<file path="src/rtl/cgt_pkg.sv">
package cgt_pkg;

  typedef enum logic [1:0] {
    CGT_NONE     = 2'b00,
    CGT_ISOLATED = 2'b01,
    CGT_UNART    = 2'b10,
    CGT_AMBIG    = 2'b11
  } cgt_status_e;

  typedef enum logic [1:0] {
    ST_IDLE,
    ST_PROBE,
    ST_SCAN,
    ST_FIN
  } cgt_state_e;

endpackage

</file>
<file path="src/rtl/cgt_cover_gen.sv">
// Subgroup coverage of one individual: subgroup g is covered when
// (g - idx) mod R lies below the coverage factor.
module cgt_cover_gen #(
  parameter int R_IND  = 8,
  parameter int CF_MAX = 4,
  localparam int IDX_W = $clog2(R_IND),
  localparam int CF_W  = $clog2(CF_MAX) + 1
) (
  input  logic [IDX_W-1:0] idx,
  input  logic [CF_W-1:0]  cf,
  output logic [R_IND-1:0] grp
);

  function automatic logic covers(input logic [IDX_W-1:0] g,
                                  input logic [IDX_W-1:0] i,
                                  input logic [CF_W-1:0]  c);
    logic [IDX_W-1:0] off;
    off = g - i;
    return (int'(off) < int'(c));
  endfunction

  for (genvar g = 0; g < R_IND; g++) begin : g_grp
    assign grp[g] = covers(IDX_W'(g), idx, cf);
  end

endmodule

</file>
<file path="src/rtl/cgt_mask_expand.sv">
// Widen a subgroup mask to a per-resource mask.
module cgt_mask_expand #(
  parameter int R_IND = 8,
  parameter int M_SUB = 8
) (
  input  logic [R_IND-1:0]       grp,
  output logic [R_IND*M_SUB-1:0] res
);

  for (genvar g = 0; g < R_IND; g++) begin : g_sub
    assign res[g*M_SUB +: M_SUB] = {M_SUB{grp[g]}};
  end

endmodule

</file>
<file path="src/rtl/cgt_result_judge.sv">
// Isolated when the mask is exactly one whole subgroup, else ambiguous.
module cgt_result_judge #(
  parameter int R_IND = 8,
  parameter int M_SUB = 8
) (
  input  logic [R_IND*M_SUB-1:0] mask,
  output cgt_pkg::cgt_status_e   verdict
);
  import cgt_pkg::*;

  logic [R_IND-1:0] full_g;
  logic [R_IND-1:0] part_g;

  for (genvar g = 0; g < R_IND; g++) begin : g_chk
    assign full_g[g] = &mask[g*M_SUB +: M_SUB];
    assign part_g[g] = (|mask[g*M_SUB +: M_SUB]) & ~full_g[g];
  end

  function automatic int count_set(input logic [R_IND-1:0] v);
    int n;
    n = 0;
    for (int k = 0; k < R_IND; k++) n += int'(v[k]);
    return n;
  endfunction

  assign verdict = ((count_set(full_g) == 1) && (part_g == '0)) ? CGT_ISOLATED
                                                                 : CGT_AMBIG;

endmodule

</file>
<file path="src/rtl/cgt_isolator.sv">
module cgt_isolator #(
  parameter int N_RES  = 64,
  parameter int R_IND  = 8,
  parameter int CF_MAX = 4,
  localparam int IDX_W = $clog2(R_IND),
  localparam int CNT_W = IDX_W + 1,
  localparam int CF_W  = $clog2(CF_MAX) + 1,
  localparam int M_SUB = N_RES / R_IND
) (
  input  logic             clk,
  input  logic             rst_n,
  input  logic             start,
  input  logic             mode_interleave,
  input  logic [1:0]       cf_sel,
  output logic             test_req,
  output logic [IDX_W-1:0] test_idx,
  input  logic             test_ack,
  input  logic             test_disc,
  output logic             done,
  output logic [1:0]       status,
  output logic [N_RES-1:0] suspect_mask
);
  import cgt_pkg::*;

  function automatic logic [CF_W-1:0] cf_decode(input logic md,
                                               input logic [1:0] sel);
    int v;
    if (!md)              v = 1;
    else if (sel == 2'b00) v = 1;
    else if (sel == 2'b01) v = 2;
    else                   v = 4;
    if (v > CF_MAX) v = CF_MAX;
    return CF_W'(v);
  endfunction

  cgt_state_e          state_q;
  logic [CNT_W-1:0]    cur_q;
  logic [IDX_W-1:0]    hit_q;
  logic [CF_W-1:0]     cf_q;
  logic                pass2_q;
  logic [N_RES-1:0]    suspect_q;
  cgt_status_e         status_q;

  logic [R_IND-1:0]    grp_cur, grp_hit;
  logic [N_RES-1:0]    res_cur;
  cgt_status_e         verdict;

  // named internal events
  logic run_idle, accept_start, ack_fire, hit_fire, scan_end, is_partner;

  cgt_cover_gen #(.R_IND(R_IND), .CF_MAX(CF_MAX)) u_cov_cur (
    .idx(cur_q[IDX_W-1:0]), .cf(cf_q), .grp(grp_cur));

  cgt_cover_gen #(.R_IND(R_IND), .CF_MAX(CF_MAX)) u_cov_hit (
    .idx(hit_q), .cf(cf_q), .grp(grp_hit));

  cgt_mask_expand #(.R_IND(R_IND), .M_SUB(M_SUB)) u_expand (
    .grp(grp_cur), .res(res_cur));

  cgt_result_judge #(.R_IND(R_IND), .M_SUB(M_SUB)) u_judge (
    .mask(suspect_q), .verdict(verdict));

  assign run_idle     = (state_q == ST_IDLE);
  assign accept_start = run_idle && start;
  assign ack_fire     = (state_q == ST_PROBE) && test_ack;
  assign hit_fire     = ack_fire && !pass2_q && test_disc;
  assign scan_end     = (state_q == ST_SCAN) && (cur_q == CNT_W'(R_IND));
  assign is_partner   = (cur_q[IDX_W-1:0] != hit_q) && (|(grp_cur & grp_hit));

  always_ff @(posedge clk or negedge rst_n) begin
    if (!rst_n) begin
      state_q   <= ST_IDLE;
      cur_q     <= '0;
      hit_q     <= '0;
      cf_q      <= CF_W'(1);
      pass2_q   <= 1'b0;
      suspect_q <= '1;
      status_q  <= CGT_NONE;
    end else begin
      unique case (state_q)
        ST_IDLE: begin
          if (accept_start) begin
            cf_q      <= cf_decode(mode_interleave, cf_sel);
            suspect_q <= '1;
            status_q  <= CGT_NONE;
            cur_q     <= '0;
            pass2_q   <= 1'b0;
            state_q   <= ST_PROBE;
          end
        end
        ST_PROBE: begin
          if (ack_fire) begin
            if (!pass2_q) begin
              if (hit_fire) begin
                hit_q     <= cur_q[IDX_W-1:0];
                suspect_q <= res_cur;
                if (cf_q == CF_W'(1)) begin
                  status_q <= CGT_ISOLATED;
                  state_q  <= ST_FIN;
                end else begin
                  pass2_q <= 1'b1;
                  cur_q   <= '0;
                  state_q <= ST_SCAN;
                end
              end else if (cur_q == CNT_W'(R_IND - 1)) begin
                status_q <= CGT_UNART;
                state_q  <= ST_FIN;
              end else begin
                cur_q <= cur_q + 1'b1;
              end
            end else begin
              suspect_q <= test_disc ? (suspect_q & res_cur)
                                     : (suspect_q & ~res_cur);
              cur_q     <= cur_q + 1'b1;
              state_q   <= ST_SCAN;
            end
          end
        end
        ST_SCAN: begin
          if (scan_end) begin
            status_q <= verdict;
            state_q  <= ST_FIN;
          end else if (is_partner) begin
            state_q <= ST_PROBE;
          end else begin
            cur_q <= cur_q + 1'b1;
          end
        end
        ST_FIN: state_q <= ST_IDLE;
        default: state_q <= ST_IDLE;
      endcase
    end
  end

  assign test_req     = (state_q == ST_PROBE);
  assign test_idx     = cur_q[IDX_W-1:0];
  assign done         = (state_q == ST_FIN);
  assign status       = status_q;
  assign suspect_mask = suspect_q;

endmodule

</file>
<file path="config.mk">
export PLATFORM = sky130hd
export DESIGN_NAME = cgt_isolator
export DESIGN_NICKNAME = d
export VERILOG_FILES = /design/src/rtl/cgt_pkg.sv /design/src/rtl/cgt_cover_gen.sv /design/src/rtl/cgt_mask_expand.sv /design/src/rtl/cgt_result_judge.sv /design/src/rtl/cgt_isolator.sv
export SDC_FILE = /design/constraint.sdc
export NUM_CORES = 1
export LEC_CHECK = 0
export BUFFER_PORTS_ARGS = -buffer_cell sky130_fd_sc_hd__clkbuf_2
export CAP_MARGIN = 10
export CORE_UTILIZATION = 30
export CTS_CLUSTER_DIAMETER = 60
export DETAILED_ROUTE_END_ITERATION = 10
export PLACE_DENSITY_LB_ADDON = 0.2
export SLEW_MARGIN = 20
export SYNTH_ARGS = -nofsm -noshare
export SYNTH_HDL_FRONTEND = slang
export SYNTH_SLANG_ARGS = --single-unit
</file>
<file path="constraint.sdc">
create_clock -name clk -period 3.9 [get_ports clk]
set_clock_uncertainty 0.15 [all_clocks]
set_input_delay 0.78 -clock clk [delete_from_list [all_inputs] [get_ports clk]]
set_output_delay 0.78 -clock clk [all_outputs]
set_load 0.03 [all_outputs]
</file>
==> flow_summary.ini, run 1 <==
[grt]
grt_max_degree = 80
grt_pass1_wl_um = 19180
grt_overflow = 0
grt_use_total_pct = 15.59
antenna_found_initial = 0
grt_pass1_vias = 3754

[routing]
num_vias = 3797
drc = 0
drt.antenna.violating_nets = 0
viasPerCell = 5.049
wl_per_cell_um = 15.61
dr.pass1.iters = 4
drtIter0Drc = 164
drt_wl_total_um = 11740

[sta]
finalHoldViolCount = 0
fin_setup_tns_ns = -0.05595
slew_headroom_pct = 53.14
grt_setup_unrepaired = yes
setup_viol = 1
fin_crit_sh_pct = 101.4
setup_slack_ns = -0.05595
slew_violations = 0
tightest_slew_ns = 0.6852
timing.final.crit_period_ns = 3.956
clock.fmax_mhz = 252.8

[clock_tree]
cts_buffers = 9
cts_tree = yes
clk_pin_slew_ns = 0.06
htree_levels = 3
clkSinkCount = 79
root_buffer = clkbuf_16
ctsHoldBuffers = 0
max-clock-path-buffers = 2
clk_latency_ns = 0.35

[floorplan]
num_rows = 45
die_area_mm2 = 0.01603
core_area_mm2 = 0.01520
die_w_um = 126.6
initial_core_util_pct = 30.63
ios = 79
die_h_um = 126.6

[final_layout]
num-fill-cells = 1551
finalNetCount = 607
stdcell_count = 752
area_growth_pct = 24.26
diodes = 0
post-route-util_pct = 38.07
drive_gt1_share_pct = 38.48

[synthesis]
yosys-mux-area-fraction_pct = 1.182
synth_top_cell_by_area = dfstp_2
ys_warn_count = 0
synthTopCellsByArea = dfstp_2, ha_1, a21o_1, dfrtp_1, nand2_1
seq_area_frac_synth_pct = 44.20
synthSimpleGateAreaFrac_pct = 14.62
avgSynthCellArea_um2 = 10.30
synth_top_family_by_area = compound AO/OA/AOI/OAI gates
syn_nets = 500
synthCells = 452
synth_compound_area_share_pct = 21.28
synth_edf_count = 0
synth-seq-cells = 79
synthFlopType = dfstp_2
synth_area_mm2 = 0.004657
ys_types = 59
async_flop_share_pct = 100.0
synth_top_area_share_pct = 36.67
synth_fa_ha_area_share_pct = 11.39
synth_xor_area_share_pct = 3.009

[worst_setup_path]
cp_num_buf_inv = 3
crit_family = adder cells
critPathLaunch = suspect_mask[9]$_DFFE_PN1P_
cp-end-kind = flop
r2r-start = suspect_mask[9]$_DFFE_PN1P_
cp_cell_sequence = nand4_1, nor2_2, ha_1, inv_2, fa_1, inv_1, fa_1, inv_2, fa_2, fa_2, nor2_1, a31oi_1, a2111oi_2, a31oi_1, mux2_4
critPathArrivalTime_ns = 4.04
crit_path_max_fanout = 2
cp-start-kind = flop
crit_slowest_cell = dfstp_2
critPathMaxStageDelay_ns = 0.53
r2r_setup_slack_ns = -0.06
worst_ep_required_time_ns = 3.98
critical_path_class = flop to flop

[placement]
placement.io_buffers = 78
dp_cells = 734
routabilityCongestion = 0.7307
hpwl_um = 8974

[run_status]
violations = negative setup slack
status = finished, violations left

[hold_path]
hold_path_class = primary input to asynchronous set/reset pin

[run]
drv_cap = 0
-- layout by cell type (no fill, tap or decap), drive strengths merged, types with 2 or more instances in the layout --
cell type	Yosys	layout
a2111oi	2	2
a21boi	3	3
a21o	57	57
a21oi	17	17
a221o	3	3
a31o	2	2
a31oi	3	3
and2	9	9
buf	9	37
clkbuf	9	88
clkinv	1	5
dfrtp	14	14
dfstp	65	65
fa	4	4
ha	36	36
inv	29	29
mux2	4	4
nand2	42	42
nand2b	5	5
nand3	2	2
nand3b	3	3
nand4	16	16
nor2	11	11
nor2b	8	8
nor4	17	17
o21a	2	2
o21ai	34	34
o221ai	2	2
o2bb2ai	2	2
o32ai	4	4
or2	5	5
or4	2	2
xnor2	14	14
xor2	2	2
-- path summary, 6_finish.rpt --
path / endpoint / cells past startpoint
setup reg to reg: status[1]$_DFFE_PN0P_ / 15
setup / recovery: status[1]$_DFFE_PN0P_ / 15
min in group clk: suspect_mask[26]$_DFFE_PN1P_ / 2
hold / removal: pass2_q$_DFFE_PN0P_ / 1
hold reg to reg: suspect_mask[26]$_DFFE_PN1P_ / 2
max in group asynchronous: suspect_mask[35]$_DFFE_PN1P_ / 2
-- what timing repair did --
item / in CTS / in global routing
buffers inserted: 0 / 1
pin swaps: 0 / 1
resized for setup: 3 / 2
setup endpoints to repair: 1 / 1
-- stage by stage --
| stage | setup WS (ns) | instance area (um^2) | hold slack [ns] |
|---|---|---|---|
| 2_1_floorplan | -0.02471 | 4668 | 0.3140 |
| 3_3_place_gp | -0.1431 | 5463 | 0.3138 |
| 3_5_place_dp | -0.1703 | 5463 | 0.3232 |
| 4_1_cts | -0.1149 | 5752 | 0.3325 |
| 5_1_grt | -0.2376 | 5787 | 0.2721 |
| 6_report | -0.05595 | 5787 | 0.2470 |
-- flip-flops by register name (all words and copies together), names as in the netlist --
name / cells
cf_q: 3
cur_q: 4
hit_q: 3
pass2_q: 1
state_q: 2
status: 2
suspect_mask: 64
-- cells by family after synthesis --
group,count (synthesis)
buf+inv,48
simple gates,125
mux,5
fa+ha+maj,40
compound gates,139
flops,79
xor+xnor,16
-- metal layers --
| metal | GRT usage (%) | vias up | share of wire (%) |
|---|---|---|---|
| li1 | - | 1853 | - |
| met1 | 19.53 | 1862 | 46 |
| met2 | 25.93 | 69 | 49 |
| met3 | 3.121 | 13 | 3.5 |
| met4 | 7.087 | 0 | 2.1 |
| met5 | 0 | - | 0 |
-- layout make-up --
type	count	area, um^2	share of cell area [%]
well taps	188	235.2	4.065
flip-flops and latches	79	2058	35.57
multi-input cells	325	2420	41.82
clock buffers	11	254.0	4.389
repair buffers	114	675.6	11.68
clock inverters	5	31.28	0.5405
inverters	30	112.6	1.946
-- Yosys cell counts (3+ instances only) --
| cell | count |
|---|---|
| nand2_1 | 41 |
| o21ai_1 | 12 |
| o21ai_0 | 18 |
| o32ai_2 | 4 |
| and2_1 | 9 |
| inv_1 | 29 |
| mux2_1 | 3 |
| fa_1 | 4 |
| dfrtp_1 | 14 |
| a21oi_1 | 17 |
| clkbuf_1 | 9 |
| a31oi_1 | 3 |
| ha_1 | 36 |
| dfstp_2 | 65 |
| a21boi_0 | 3 |
| nand2b_1 | 5 |
| xnor2_1 | 14 |
| nor2_1 | 11 |
| buf_4 | 3 |
| buf_1 | 3 |
| a221o_1 | 3 |
| nor4_1 | 16 |
| nand3b_1 | 3 |
| or2_1 | 3 |
| nand4_1 | 16 |
| o21ai_2 | 4 |
| a21o_1 | 57 |
| nor2b_1 | 7 |
Power of run 1 is left out: the tool's default activity adds up to more than one toggle a clock period on the data nets, which glitch-free logic cannot reach.
==> run 2, diff against run 1 <==
--- a/config.mk
+++ b/config.mk
@@ -10,6 +10,7 @@
 export CORE_UTILIZATION = 30
 export CTS_CLUSTER_DIAMETER = 60
 export DETAILED_ROUTE_END_ITERATION = 10
+export MAX_ROUTING_LAYER = met4
 export PLACE_DENSITY_LB_ADDON = 0.2
 export SLEW_MARGIN = 20
 export SYNTH_ARGS = -nofsm -noshare
==> flow_summary.ini, run 2 (synthesized netlist as in run 1, its figures left out) <==
[worst_setup_path]
r2r-end = status[1]$_DFFE_PN0P_
critical_path_class = flop to flop
cp-end-kind = flop
cp_cell_sequence = nand4_1, nor2_2, ha_1, inv_2, fa_1, inv_1, fa_1, inv_2, fa_2, fa_2, nor2_1, a31oi_1, a2111oi_2, a31oi_1, mux2_4
r2r_setup_slack_ns = -0.06
critPathLaunch = suspect_mask[9]$_DFFE_PN1P_
crit_family = adder cells
critPathArrivalTime_ns = 4.04
cp_num_buf_inv = 3
path_depth = 15
critPathMaxStageDelay_ns = 0.53
crit_slowest_cell = dfstp_2
reg2regPathDepth = 15
crit_path_max_fanout = 2
r2r-start = suspect_mask[9]$_DFFE_PN1P_
worst_ep_required_time_ns = 3.98
cp-start-kind = flop

[routing]
drc = 0
drt_wl_total_um = 11710
viasPerCell = 5.061
wl_per_cell_um = 15.57
drtIter0Drc = 170
dr.pass1.iters = 4
drt.antenna.violating_nets = 0
num_vias = 3806

[placement]
placed_area_mm2 = 0.005463
routabilityCongestion = 0.7396
placement.io_buffers = 78
hpwl_um = 8974

[clock_tree]
root_buffer = clkbuf_16
htree_levels = 3
cts_buffers = 9
cts_tree = yes
clkSinkCount = 79
ctsHoldBuffers = 0
clk_pin_slew_ns = 0.06
clk_latency_ns = 0.35
max-clock-path-buffers = 2

[sta]
slew_violations = 0
slew_headroom_pct = 52.86
timing.final.crit_period_ns = 3.961
tightest_slew_ns = 0.6893
setup_slack_ns = -0.06063
timing.hold.ws_ns = 0.2131
finalHoldViolCount = 0
clock.fmax_mhz = 252.5
grt_setup_unrepaired = yes
fin_crit_sh_pct = 101.6
fin_setup_tns_ns = -0.06063
setup_viol = 1

[grt]
antenna_found_initial = 0
grt_pass1_wl_um = 19180
grt_pass1_vias = 3762
grt_max_degree = 80
grt_overflow = 0
grt_use_total_pct = 16.05

[final_layout]
post-route-util_pct = 38.12
final_area_mm2 = 0.005794
drive_gt1_share_pct = 38.48
layout_common_cells = clkbuf_2, dfstp_2, a21o_1, nand2_1
area_growth_pct = 24.42
largest_register_ffs = 64
finalNetCount = 607
final_common_cell = clkbuf_2
diodes = 0

[floorplan]
die_h_um = 126.6
core_area_mm2 = 0.01520
num_rows = 45
die_area_mm2 = 0.01603
die_w_um = 126.6
initial_core_util_pct = 30.63
ios = 79

[run_status]
violations = negative setup slack
status = finished, violations left

[hold_path]
hold_path_class = primary input to asynchronous set/reset pin

[run]
drv_cap = 0
==> run 2: final cells by class <==
type                            count  area [um^2]
Tap cell                          188        235.2
Clock buffer                       11        254.0
Inverter                           30        112.6
Clock inverter                      5        31.28
Multi-Input combinational cell    325         2420
Fill cell                        1549         9408
Sequential cell                    79         2058
Timing Repair Buffer              114        683.2
==> run 2: worst register-to-register path: cells and delay by family, from the launching register on <==
| family | cells | cell delay (ns) |
|---|---|---|
| compound gates | 3 | 0.44 |
| buf+inv | 3 | 0.13 |
| flops | 1 | 0.53 |
| simple gates | 3 | 0.42 |
| mux | 1 | 0.30 |
| fa+ha+maj | 5 | 1.88 |
==> run 2: how the worst max path moves through the flow <==
stage                            endpoint  slack, ns
floorplan           status[1]$_DFFE_PN0P_      -0.02
global placement    status[1]$_DFFE_PN0P_      -0.14
detailed placement  status[1]$_DFFE_PN0P_      -0.17
CTS                 status[1]$_DFFE_PN0P_      -0.11
global route        status[1]$_DFFE_PN0P_      -0.24
finish              status[1]$_DFFE_PN0P_      -0.06
==> run 2: layer usage <==
metal,GRT usage (%),part of all wire (%),vias to the layer above,routed length [um]
met3,3.037,3.3,14,389
met4,7.087,2.1,0,240
met1,19.51,46,1866,5343
met5,-,0,-,0
li1,-,-,1858,-
met2,25.97,49,68,5734
==> run 2: metrics by stage <==
step | setup slack [ns] | std cells
finish | -0.06063 | 752
global route | -0.2360 | 752
CTS | -0.1149 | 750
detailed placement | -0.1703 | 734
global placement | -0.1431 | 734
floorplan | -0.02471 | 452
==> run 2: repair_timing <==
| action | in CTS | in global routing |
|---|---|---|
| setup endpoints to repair | 1 | 1 |
| pin swaps | 0 | 1 |
| cloned | 0 | 0 |
| buffers inserted | 0 | 1 |
| resized for setup | 3 | 2 |
Power of run 2 is left out for the same reason.
==> run 3, diff against run 2 <==
--- a/config.mk
+++ b/config.mk
@@ -7,11 +7,13 @@
 export LEC_CHECK = 0
 export BUFFER_PORTS_ARGS = -buffer_cell sky130_fd_sc_hd__clkbuf_2
 export CAP_MARGIN = 10
+export CORE_MARGIN = 2
 export CORE_UTILIZATION = 30
 export CTS_CLUSTER_DIAMETER = 60
 export DETAILED_ROUTE_END_ITERATION = 10
 export MAX_ROUTING_LAYER = met4
 export PLACE_DENSITY_LB_ADDON = 0.2
+export REMOVE_ABC_BUFFERS = 1
 export SLEW_MARGIN = 20
 export SYNTH_ARGS = -nofsm -noshare
 export SYNTH_HDL_FRONTEND = slang
==> flow_summary.ini, run 3 (synthesized netlist as in run 1, its figures left out) <==
[sta]
setup_slack_ns = -0.07786
timing.hold.ws_ns = 0.2046
slew_headroom_pct = 53.35
grt_setup_unrepaired = yes
setup_viol = 1
fin_crit_sh_pct = 102.0
timing.final.crit_period_ns = 3.978
fin_setup_tns_ns = -0.07786
finalHoldViolCount = 0
clock.fmax_mhz = 251.4
slew_violations = 0
tightest_slew_ns = 0.6889

[grt]
grt_pass1_vias = 3761
grt_pass1_wl_um = 19380
grt_max_degree = 80
antenna_found_initial = 0
grt_overflow = 0
grt_use_total_pct = 15.49

[clock_tree]
clkSinkCount = 79
ctsHoldBuffers = 0
clk_latency_ns = 0.34
root_buffer = clkbuf_16
htree_levels = 3
cts_buffers = 9
cts_tree = yes
max-clock-path-buffers = 2
clk_pin_slew_ns = 0.06

[worst_setup_path]
critical_path_class = flop to flop
cp-start-kind = flop
cp_num_buf_inv = 2
critPathArrivalTime_ns = 4.06
r2r-start = suspect_mask[17]$_DFFE_PN1P_
reg2regPathDepth = 13
crit_slowest_cell = fa_1
crit_path_max_fanout = 2
critPathMaxStageDelay_ns = 0.56
r2r_setup_slack_ns = -0.08
worst_ep_required_time_ns = 3.98
cp-end-kind = flop
crit_family = adder cells
r2r-end = status[1]$_DFFE_PN0P_
cp_cell_sequence = nand4_1, or2_2, fa_1, inv_2, fa_1, inv_2, fa_2, fa_2, nor2_1, a31oi_1, a2111oi_2, a31oi_1, mux2_4

[routing]
drt_wl_total_um = 11930
dr.pass1.iters = 4
drt.antenna.violating_nets = 0
drc = 0
viasPerCell = 5.086
drtIter0Drc = 203
num_vias = 3830
wl_per_cell_um = 15.84

[floorplan]
die_area_mm2 = 0.01654
ios = 79
die_w_um = 128.6
initial_core_util_pct = 30.63
num_rows = 45
die_h_um = 128.6
core_area_mm2 = 0.01520

[placement]
dp_cells = 736
routabilityCongestion = 0.8431
hpwl_um = 9169
placement.io_buffers = 78

[final_layout]
finalNetCount = 608
post-route-util_pct = 38.21
layout_common_cells = clkbuf_2, dfstp_2, a21o_1, nand2_1, buf_4
drive_gt1_share_pct = 38.76
stdcell_count = 753
final_common_cell = clkbuf_2
area_growth_pct = 24.72
largest_register_ffs = 64
diodes = 0

[run]
drv_cap = 0

[run_status]
violations = negative setup slack
status = finished, violations left

[hold_path]
hold_path_class = primary input to asynchronous set/reset pin
run 3: changes by cell type in the layout (fill, tap and decap cells not counted), sizes merged:
cell / previous run / this run
inv: 29 / 30
clkinv: 5 / 4
buf: 37 / 38
run 3: per-stage QoR:
| stage | setup WS (ns) | cell area (um^2) |
|---|---|---|
| 2_1_floorplan | -0.2667 | 4568 |
| 3_3_place_gp | -0.3399 | 5466 |
| 3_5_place_dp | -0.4121 | 5466 |
| 4_1_cts | -0.1804 | 5774 |
| 5_1_grt | -0.3657 | 5808 |
| 6_report | -0.07786 | 5808 |
run 3: cell type report:
cell class	instances	area (um^2)
fillers	1560	9394
repair buffers	115	690.7
flip-flops and latches	79	2058
well taps	188	235.2
clock buffers	11	252.7
multi-input cells	325	2417
clock inverters	5	41.29
inverters	30	112.6
run 3: per-layer routing:
layer	vias up	global-route usage, %	part of all wire, %
li1	1855	-	-
met1	1878	19.51	46
met2	83	24.81	49
met3	14	3.659	4.0
met4	0	4.731	1.5
met5	-	-	0
run 3: worst reg2reg max path, cell delays in order (launching register included):
cell,delay [ns]
dfstp_2,0.53
nand4_1,0.10
or2_2,0.35
fa_1,0.56
inv_2,0.04
fa_1,0.52
inv_2,0.04
fa_2,0.37
fa_2,0.36
nor2_1,0.10
a31oi_1,0.10
a2111oi_2,0.21
a31oi_1,0.14
mux2_4,0.30
run 3: worst max-delay path by stage:
stage | start | end | cells past startpoint
2_1_floorplan | suspect_mask[0]$_DFFE_PN1P_ | status[1]$_DFFE_PN0P_ | 15
3_3_place_gp | suspect_mask[12]$_DFFE_PN1P_ | status[1]$_DFFE_PN0P_ | 15
3_5_place_dp | suspect_mask[12]$_DFFE_PN1P_ | status[1]$_DFFE_PN0P_ | 15
4_1_cts | suspect_mask[15]$_DFFE_PN1P_ | status[1]$_DFFE_PN0P_ | 15
5_1_grt | suspect_mask[15]$_DFFE_PN1P_ | status[1]$_DFFE_PN0P_ | 15
6_report | suspect_mask[17]$_DFFE_PN1P_ | status[1]$_DFFE_PN0P_ | 13
run 3: repair_timing:
| action | in CTS | in global routing |
|---|---|---|
| resized for setup | 5 | 4 |
| pin swaps | 11 | 2 |
| setup endpoints to repair | 1 | 1 |
| setup buffers | 0 | 0 |
Power of run 3 is left out for the same reason.
